**config.mk**
```make
export PLATFORM = sky130hd
export DESIGN_NAME = exc_entry
export DESIGN_NICKNAME = d
export VERILOG_FILES = /design/src/rtl/exc_entry_pkg.sv /design/src/rtl/exc_classify.sv /design/src/rtl/exc_vector.sv /design/src/rtl/exc_syndrome.sv /design/src/rtl/exc_entry.sv
export SDC_FILE = /design/constraint.sdc
export NUM_CORES = 1
export LEC_CHECK = 0
export CORE_AREA = 2 2 217 219
export CTS_BUF_LIST = sky130_fd_sc_hd__clkbuf_4 sky130_fd_sc_hd__clkbuf_8 sky130_fd_sc_hd__clkbuf_16
export DETAILED_ROUTE_END_ITERATION = 12
export DIE_AREA = 0 0 219 221
export MAX_ROUTING_LAYER = met4
export RECOVER_POWER = 100
export REMOVE_ABC_BUFFERS = 1
export SLEW_MARGIN = 20
export SYNTH_ARGS = -nofsm -noshare
export SYNTH_HDL_FRONTEND = slang
export SYNTH_SLANG_ARGS = --single-unit
```
**constraint.sdc**
```tcl
create_clock -name clk -period 3.25 [get_ports clk]
set_input_delay 0.65 -clock clk [delete_from_list [all_inputs] [get_ports clk]]
set_output_delay 0.65 -clock clk [all_outputs]
set_load 0.02 [all_outputs]
```
**src/rtl/exc_entry_pkg.sv**
```systemverilog
package exc_entry_pkg;

    typedef enum logic [2:0] {
        EXC_PABT  = 3'd0,
        EXC_DABT  = 3'd1,
        EXC_BKPT  = 3'd2,
        EXC_UNDEF = 3'd3,
        EXC_SVC   = 3'd4,
        EXC_IRQ   = 3'd5,
        EXC_FIQ   = 3'd6,
        EXC_RSVD  = 3'd7
    } exc_code_e;

    typedef enum logic [1:0] {
        CLS_SYNC = 2'd0,
        CLS_IRQ  = 2'd1,
        CLS_FIQ  = 2'd2,
        CLS_BAD  = 2'd3
    } exc_class_e;

    typedef enum logic [1:0] {
        SRC_CUR_SH  = 2'd0,
        SRC_CUR_DED = 2'd1,
        SRC_LOW_64  = 2'd2,
        SRC_LOW_32  = 2'd3
    } exc_src_e;

    localparam int OFF_W      = 12;
    localparam int STAT_W     = 32;
    localparam int LVL_W      = 2;
    localparam int SYN_IL_BIT = 25;

    localparam logic [3:0]        MODE_K_DED   = 4'b0101;
    localparam logic [STAT_W-1:0] ENTRY_STATUS =
        {{(STAT_W-10){1'b0}}, 4'b1111, 1'b0, 1'b0, MODE_K_DED};

    function automatic logic [OFF_W-1:0] src_offset(exc_src_e s);
        case (s)
            SRC_LOW_64:  return 12'h400;
            SRC_LOW_32:  return 12'h600;
            SRC_CUR_DED: return 12'h200;
            default:     return 12'h000;
        endcase
    endfunction

    function automatic logic [OFF_W-1:0] class_offset(exc_class_e c);
        case (c)
            CLS_IRQ: return 12'h080;
            CLS_FIQ: return 12'h100;
            default: return 12'h000;
        endcase
    endfunction

endpackage

```
**src/rtl/exc_classify.sv**
```systemverilog
module exc_classify
    import exc_entry_pkg::*;
(
    input  logic [2:0] code,
    output exc_class_e cls,
    output logic       legal
);
    always_comb begin
        case (exc_code_e'(code))
            EXC_PABT, EXC_DABT, EXC_BKPT, EXC_UNDEF, EXC_SVC: cls = CLS_SYNC;
            EXC_IRQ: cls = CLS_IRQ;
            EXC_FIQ: cls = CLS_FIQ;
            default: cls = CLS_BAD;
        endcase
        legal = (cls != CLS_BAD);
    end
endmodule

```
**src/rtl/exc_vector.sv**
```systemverilog
module exc_vector
    import exc_entry_pkg::*;
#(
    parameter int AW = 64
) (
    input  logic [AW-1:0]    base,
    input  logic [LVL_W-1:0] level,
    input  logic             sp_sel,
    input  logic             is_32bit,
    input  exc_class_e       cls,
    output logic [AW-1:0]    target
);
    exc_src_e         src;
    logic [OFF_W-1:0] off_sum;

    always_comb begin
        if (level == '0)
            src = is_32bit ? SRC_LOW_32 : SRC_LOW_64;
        else
            src = sp_sel ? SRC_CUR_DED : SRC_CUR_SH;
        // offsets occupy disjoint bits, so a narrow sum cannot carry out
        off_sum = src_offset(src) + class_offset(cls);
        target  = base + {{(AW-OFF_W){1'b0}}, off_sum};
    end
endmodule

```
**src/rtl/exc_syndrome.sv**
```systemverilog
module exc_syndrome
    import exc_entry_pkg::*;
#(
    parameter int SW = 32
) (
    input  logic [SW-1:0] syn_in,
    input  logic          is_32bit,
    input  logic          compressed,
    output logic [SW-1:0] syn_out
);
    generate
        if (SW > SYN_IL_BIT) begin : g_il
            always_comb begin
                syn_out = syn_in;
                if (is_32bit && !compressed)
                    syn_out[SYN_IL_BIT] = 1'b1;
            end
        end else begin : g_pass
            assign syn_out = syn_in;
        end
    endgenerate
endmodule

```
**src/rtl/exc_entry.sv**
```systemverilog
module exc_entry
    import exc_entry_pkg::*;
#(
    parameter int AW = 64,
    parameter int SW = 32
) (
    input  logic              clk,
    input  logic              rst,
    input  logic              req_valid,
    output logic              req_ready,
    input  logic [2:0]        req_type,
    input  logic [1:0]        cur_level,
    input  logic              sp_sel,
    input  logic              is_32bit,
    input  logic              compressed,
    input  logic [AW-1:0]     cur_pc,
    input  logic [31:0]       cur_status,
    input  logic [SW-1:0]     syndrome,
    input  logic [AW-1:0]     fault_addr,
    input  logic [AW-1:0]     vec_base,
    output logic              out_valid,
    output logic              err,
    output logic [AW-1:0]     target_pc,
    output logic              wr_syn,
    output logic [SW-1:0]     syn_val,
    output logic              wr_far,
    output logic [AW-1:0]     far_val,
    output logic              wr_link,
    output logic [AW-1:0]     link_val,
    output logic              wr_saved,
    output logic [31:0]       saved_val,
    output logic [31:0]       new_status,
    output logic              sp_swap,
    output logic [1:0]        sp_save_level
);
    exc_class_e    cls;
    logic          legal;
    logic [AW-1:0] tgt_d;
    logic [SW-1:0] syn_d;
    logic          take;

    exc_classify u_cls (
        .code  (req_type),
        .cls   (cls),
        .legal (legal)
    );

    exc_vector #(.AW(AW)) u_vec (
        .base     (vec_base),
        .level    (cur_level),
        .sp_sel   (sp_sel),
        .is_32bit (is_32bit),
        .cls      (cls),
        .target   (tgt_d)
    );

    exc_syndrome #(.SW(SW)) u_syn (
        .syn_in     (syndrome),
        .is_32bit   (is_32bit),
        .compressed (compressed),
        .syn_out    (syn_d)
    );

    assign req_ready = !(out_valid || err);
    assign take      = req_valid && req_ready;

    always_ff @(posedge clk) begin
        if (rst) begin
            out_valid     <= 1'b0;
            err           <= 1'b0;
            sp_swap       <= 1'b0;
            target_pc     <= '0;
            syn_val       <= '0;
            far_val       <= '0;
            link_val      <= '0;
            saved_val     <= '0;
            new_status    <= '0;
            sp_save_level <= '0;
        end else begin
            out_valid <= take && legal;
            err       <= take && !legal;
            sp_swap   <= take && legal && !is_32bit;
            if (take && legal) begin
                target_pc     <= tgt_d;
                syn_val       <= syn_d;
                far_val       <= fault_addr;
                link_val      <= cur_pc;
                saved_val     <= cur_status;
                new_status    <= ENTRY_STATUS;
                sp_save_level <= cur_level;
            end
        end
    end

    assign wr_syn   = out_valid;
    assign wr_far   = out_valid;
    assign wr_link  = out_valid;
    assign wr_saved = out_valid;
endmodule

```
Word level (Yosys, flattened, before mapping)
Cells that the tools add are included.

cells by class
  add/sub/neg operators = 2
  reduce and logical (&&, ||, !) cells = 13
  equality and inequality tests = 12
  mux-type cells = 7

operators by type and width
  cell                  count
  $add A64 B12 Y64      1
  $pmux W11 S3          1
  $pmux W9 S2           1
  $add A11 B9 Y12       1
  $eq A3 B3 Y1 const B  3
  $eq A2 B2 Y1 const B  3
  $eq A3 B2 Y1 const B  2
  $pmux W2 S3           1
  $logic_and A1 B1 Y1   5
  $reduce_or A5 Y1      1
  $eq A2 B1 Y1 const B  2
  $logic_not A1 Y1      4
  $eq A3 B1 Y1 const B  1
  $logic_not A3 Y1      1
  $mux W1               3
  $logic_not A2 Y1      1
  $mux W2               1
  $ne A2 B2 Y1 const B  1
  $logic_or A1 B1 Y1    1

word-level totals
  bits in registers = 262
  logic and storage cells = 44
  bits of input ports = 267
  output and inout bits = 298

Logic depth before layout (Yosys ltp)
  depth after elaboration = 7
  gate-level depth with buffers = 9

Hierarchy
From an unflattened synthesis, not the netlist that was laid out.

unflattened totals
  cells, all modules = 1396
  area total of the unflattened synthesis = 13594.3 µm²

modules (own cells, without submodules)
  module        area each (µm²)  instances  cells an instance
  exc_entry     11970.2          1          1168
  exc_vector    1362.6           1          192
  exc_syndrome  244.0            1          33
  exc_classify  17.5             1          3

Worst setup path before layout
No wires, ideal clock.

  path kind = in2reg
  start = in cur_level[1]
  end = reg target_pc[53]
  stages = 8
  path buffers = 0
  data arrival time = 2.918 ns
  required time = 3.159 ns
  library setup time = 0.091 ns
  slack = 0.241 ns
  path through = nor2_1 mux2_2 ha_1 nand3_1 a211oi_2 nand4_1 or4_1 a311oi_1

on the way
  longest elaborated chain between the ends = 6
  elaborated cells between the ends (all ways) = 8
  classes of those cells = add/sub (2); eq/ne (3); mux (2); reduce/logical (1)

ends and longest elaborated chain
  item                                          RTL line             RTL
  from (decl)                                   exc_entry.sv:12      input logic [1:0] cur_level,
  $logic_not A2 Y1 *                            exc_vector.sv:17     if (level == '0)
  $mux W2 *                                     exc_vector.sv:17
  $eq A2 B1 Y1 or $eq A2 B2 Y1 (tied branches)  exc_entry_pkg.sv:38  case (s)
  $pmux W11 S3 *                                exc_entry_pkg.sv:38
  $add A11 B9 Y12 *                             exc_vector.sv:22     off_sum = src_offset(src) + class_offset(cls);
  $add A64 B12 Y64 *                            exc_vector.sv:23     target = base + {{(AW-OFF_W){1'b0}}, off_sum};
  to (signal assigned)                          exc_entry.sv:84      target_pc <= tgt_d;
  to (decl)                                     exc_entry.sv:23      output logic [AW-1:0] target_pc,

Every way passes the cells marked *; elsewhere a longest branch is shown, timed or not.
A chain may end at the register's enable or synchronous reset.

Worst setup path in the final report
  start = in cur_level[1]
  end = reg target_pc[42]

Same word-level chain as after synthesis.

==> metrics.log <==
[metrics] post-cts gate resize count: 0
[metrics] unrepaired setup endpoints after global routing: false
[metrics] I/O pin total: 565
[metrics] clock latency on the worst-skew pair: 0.57 ns
[metrics] TritonCTS clock tree: done
[metrics] top post-synthesis cells by area: dfxtp_1 (49%), nand2_1 (15%), a21oi_1 (9.6%), clkbuf_1 (2.7%), nor2_1 (2.6%)
[metrics] Final GP Congestion: 0.873
[metrics] number of antenna violations at the first check in global routing: 1
[metrics] CTS Root Cell: clkbuf_16
[metrics] Pleak: 0.00706 uW
[metrics] Die Y: around 220 um
[metrics] Period minus WS final: 3.12 ns
[metrics] number of synthesized register bits: about 260
[metrics] top-area cell type share of the netlist area: 48.9%
[metrics] Arr. time, crit path: 3.60 ns
[metrics] peak clock frequency supported by timing: 321 MHz
[metrics] first-iteration detailed-routing DRC count: between 600 and 700
[metrics] ratio of cells with drive above 1 in the final layout: 5.84%
[metrics] maximum clock skew at final layout: roughly 0.018 ns
[metrics] max-cap violation count: 1
[metrics] Power per Cell Area: 496 mW/mm^2
[metrics] violations in the final reports: max-capacitance violations, max-slew violations
[metrics] class of the tightest hold or removal check: flip-flop to flip-flop
[metrics] number of vias after detailed routing: 11400
[metrics] dominant synthesized flop cell: dfxtp_1
[metrics] initial core utilization: 23.3%
[metrics] worst-margin pin slew: about 1.7 ns
[metrics] Final Worst Setup Slack: approximately 0.13 ns
[metrics] number of iterations in the first detailed-routing pass: 7
[metrics] first-pass GRT wire length: 62100 um
[metrics] critical path required time: 3.73 ns
[metrics] Horiz. Die Dim: 219 um
[metrics] Critical Setup Path Class: input pin to flip-flop
[metrics] count of hold-fix buffers inserted at cts: 0
[metrics] type of origin of the critical path: input pin
[metrics] row count: 79
[metrics] sum of overflow across all layers after global routing: 0
[metrics] number of synthesized flops with an enable pin: 0
[metrics] DP HPWL: 31000 um
[metrics] maximum number of buffers from clock root to sink: 3
[metrics] cell type with the largest total area after synthesis: dfxtp_1
[metrics] number of failing setup endpoints in the final timing report: 0
[metrics] synthesized area per cell: between 7 and 8 sq um
[metrics] number of global-route vias before repair: 10900
[metrics] Max IR drop VDD: 0.351 mV
[metrics] number of clock sinks seen by CTS: 262
[metrics] H-tree depth reported by CTS: 1
[metrics] drt wl/cell: 16.6 um
[metrics] cell area after synthesis: 0.0107 sq mm
[metrics] share of async-settable or async-resettable flops after synthesis: 0%
[metrics] post-synthesis sequential area ratio: about half
[metrics] post-placement setup slack: -0.434 ns
[metrics] wire length reported by the detailed router: 41600 um
[metrics] Post-Syn Instances: 1368
[metrics] Post-route DRC: 0
[metrics] Clk pin slew, worst setup/hold paths: 0.06 ns
[metrics] number of warnings printed during yosys synthesis: 0
[metrics] outcome: finished with violations
[metrics] post-route clock period utilization: 96.0%
[metrics] Area growth syn-to-layout: 64.9%
[metrics] final-layout setup total negative slack: 0 ns
[metrics] placeable core region: about 0.046 sq mm
[metrics] Tot GR Track Use: 16.5%
[metrics] overall power: between 8000 and 9000 uW
[metrics] type of destination of the critical path: flip-flop
[metrics] total clock buffers created by CTS: 31
[metrics] final hold vios: 0
[metrics] Rel. slew slack: -15.1%
[metrics] detailed-route vias per instance: 4.54
[metrics] maximum fanout along the worst path: 12
[metrics] count of port buffers added during placement: 538
[metrics] setup fix buffers added after clock tree synthesis: 0
[metrics] floorplan die area: a little under 0.05 sq mm
[metrics] number of nets in the final layout: 2153
[metrics] antenna-violating nets left: 0
[metrics] number of fill cells: between 4000 and 5000
[metrics] pin count of the biggest net entering global routing: between 90 and 100
[metrics] Pins Over Slew Limit: 94
[metrics] count of unique library cells instantiated by Yosys: 56
[metrics] Post-Route Hold Slack: 0.449 ns
-- per-stage QoR --
stage,area [sq um],util [%],std cells
2_1_floorplan,10200,-,1262
3_3_place_gp,16800,36.5,2455
3_5_place_dp,16800,36.5,2455
4_1_cts,17900,38.8,2507
5_1_grt,17700,38.4,2508
6_report,17700,38.4,2509
-- cell type report --
type                    count  area (sq um)  area share (%)
repair buffers            586          5750            32.5
flip-flops and latches    262          5250            29.6
multi-input cells         996          4910            27.7
clock buffers              44           898            5.07
well taps                 607           759            4.29
clock inverters             8           125           0.707
inverters                   4          15.0          0.0848
diodes                      2          5.00          0.0283
-- routing by layer --
metal  global-route usage, %  routed length, um  share of wire (%)
met3                    4.00               3560                8.6
met2                    27.7              19700                 48
met5                       -                  0                  0
met1                    19.5              17100                 41
met4                    5.10               1130                2.7
-- synth_stat cells, types with 14 or more instances --
master / instances
a211oi_1: 24
a21oi_1: 205
a311oi_1: 24
buf_2: 16
buf_4: 35
clkbuf_1: 78
dfxtp_1: 262
nand2_1: 439
nand3_1: 28
nand4_1: 20
nor2_1: 74
nor3_1: 16
nor4_1: 21
o31ai_1: 15
or4_1: 14
xnor2_1: 14
-- critical path: stages --
cell             delay, ns
clkdlybuf4s50_1       0.42
nor2_1                0.22
mux2_2                0.37
ha_1                  0.31
o21a_1                0.16
a21oi_2               0.12
or3_1                 0.53
or4_1                 0.56
a311oi_1              0.26
-- path summary, 6_finish.rpt --
path	startpoint	end	slack (ns)	cells after the start
max reg2reg	out_valid$_SDFF_PP0_	syn_val[8]$_SDFFE_PP0P_	0.54	6
min reg2reg	far_val[48]$_SDFFE_PP0P_	far_val[48]$_SDFFE_PP0P_	0.45	2
min	far_val[48]$_SDFFE_PP0P_	far_val[48]$_SDFFE_PP0P_	0.45	2
max	cur_level[1]	target_pc[42]$_SDFFE_PP0P_	0.13	9
-- flip-flops by register name (all words and copies together) (netlist names) --
register,count
far_val,64
link_val,64
target_pc,64
saved_val,32
syn_val,32
sp_save_level,2
err,1
new_status,1
out_valid,1
sp_swap,1
-- cell families after synthesis --
family / share of synthesized area (%)
simple gates: 26.5
compound gates: 15.7
flops: 48.9
buf+inv: 6.20
xor+xnor: 1.88
fa+ha+maj: 0.653
mux: 0.198
other cells: 0.0349
-- placed cells by master (no fill, tap or decap), types with 3 or more instances in the layout --
cell type / synthesis / layout
and3_1: 6 / 6
clkbuf_4: 0 / 11
or2_2: 3 / 3
nor2b_1: 3 / 3
or4_1: 14 / 14
buf_4: 35 / 26
conb_1: 1 / 26
inv_1: 4 / 4
bufinv_16: 0 / 3
o31ai_1: 15 / 15
nand4_1: 20 / 20
nand2_1: 439 / 439
xor2_1: 9 / 9
a211oi_1: 24 / 24
and4_1: 3 / 3
a311oi_1: 24 / 24
nor3_1: 16 / 16
clkbuf_16: 0 / 31
nor2_1: 74 / 74
dlygate4sd3_1: 0 / 274
clkdlybuf4s50_1: 0 / 263
nand3_1: 28 / 27
nor4_1: 21 / 21
or3_1: 4 / 5
a21oi_1: 205 / 205
o21ai_0: 4 / 4
clkbuf_2: 0 / 5
and4_4: 3 / 3
o31a_1: 3 / 3
xnor2_1: 14 / 14
clkbuf_1: 78 / 10
buf_12: 0 / 4
ha_1: 4 / 4
nor3b_1: 3 / 3
clkbuf_8: 0 / 5
dfxtp_1: 262 / 262
-- report_power, final --
group | leakage [uW] | internal (uW) | switching [uW] | total, uW
combinational | 0.00440 | 781 | 941 | 1720
clock | 0.000511 | 2140 | 1370 | 3510
sequential | 0.00216 | 3430 | 113 | 3550
total | 0.00706 | 6360 | 2420 | 8780
Note: power is estimated with default switching activity, not from simulation.
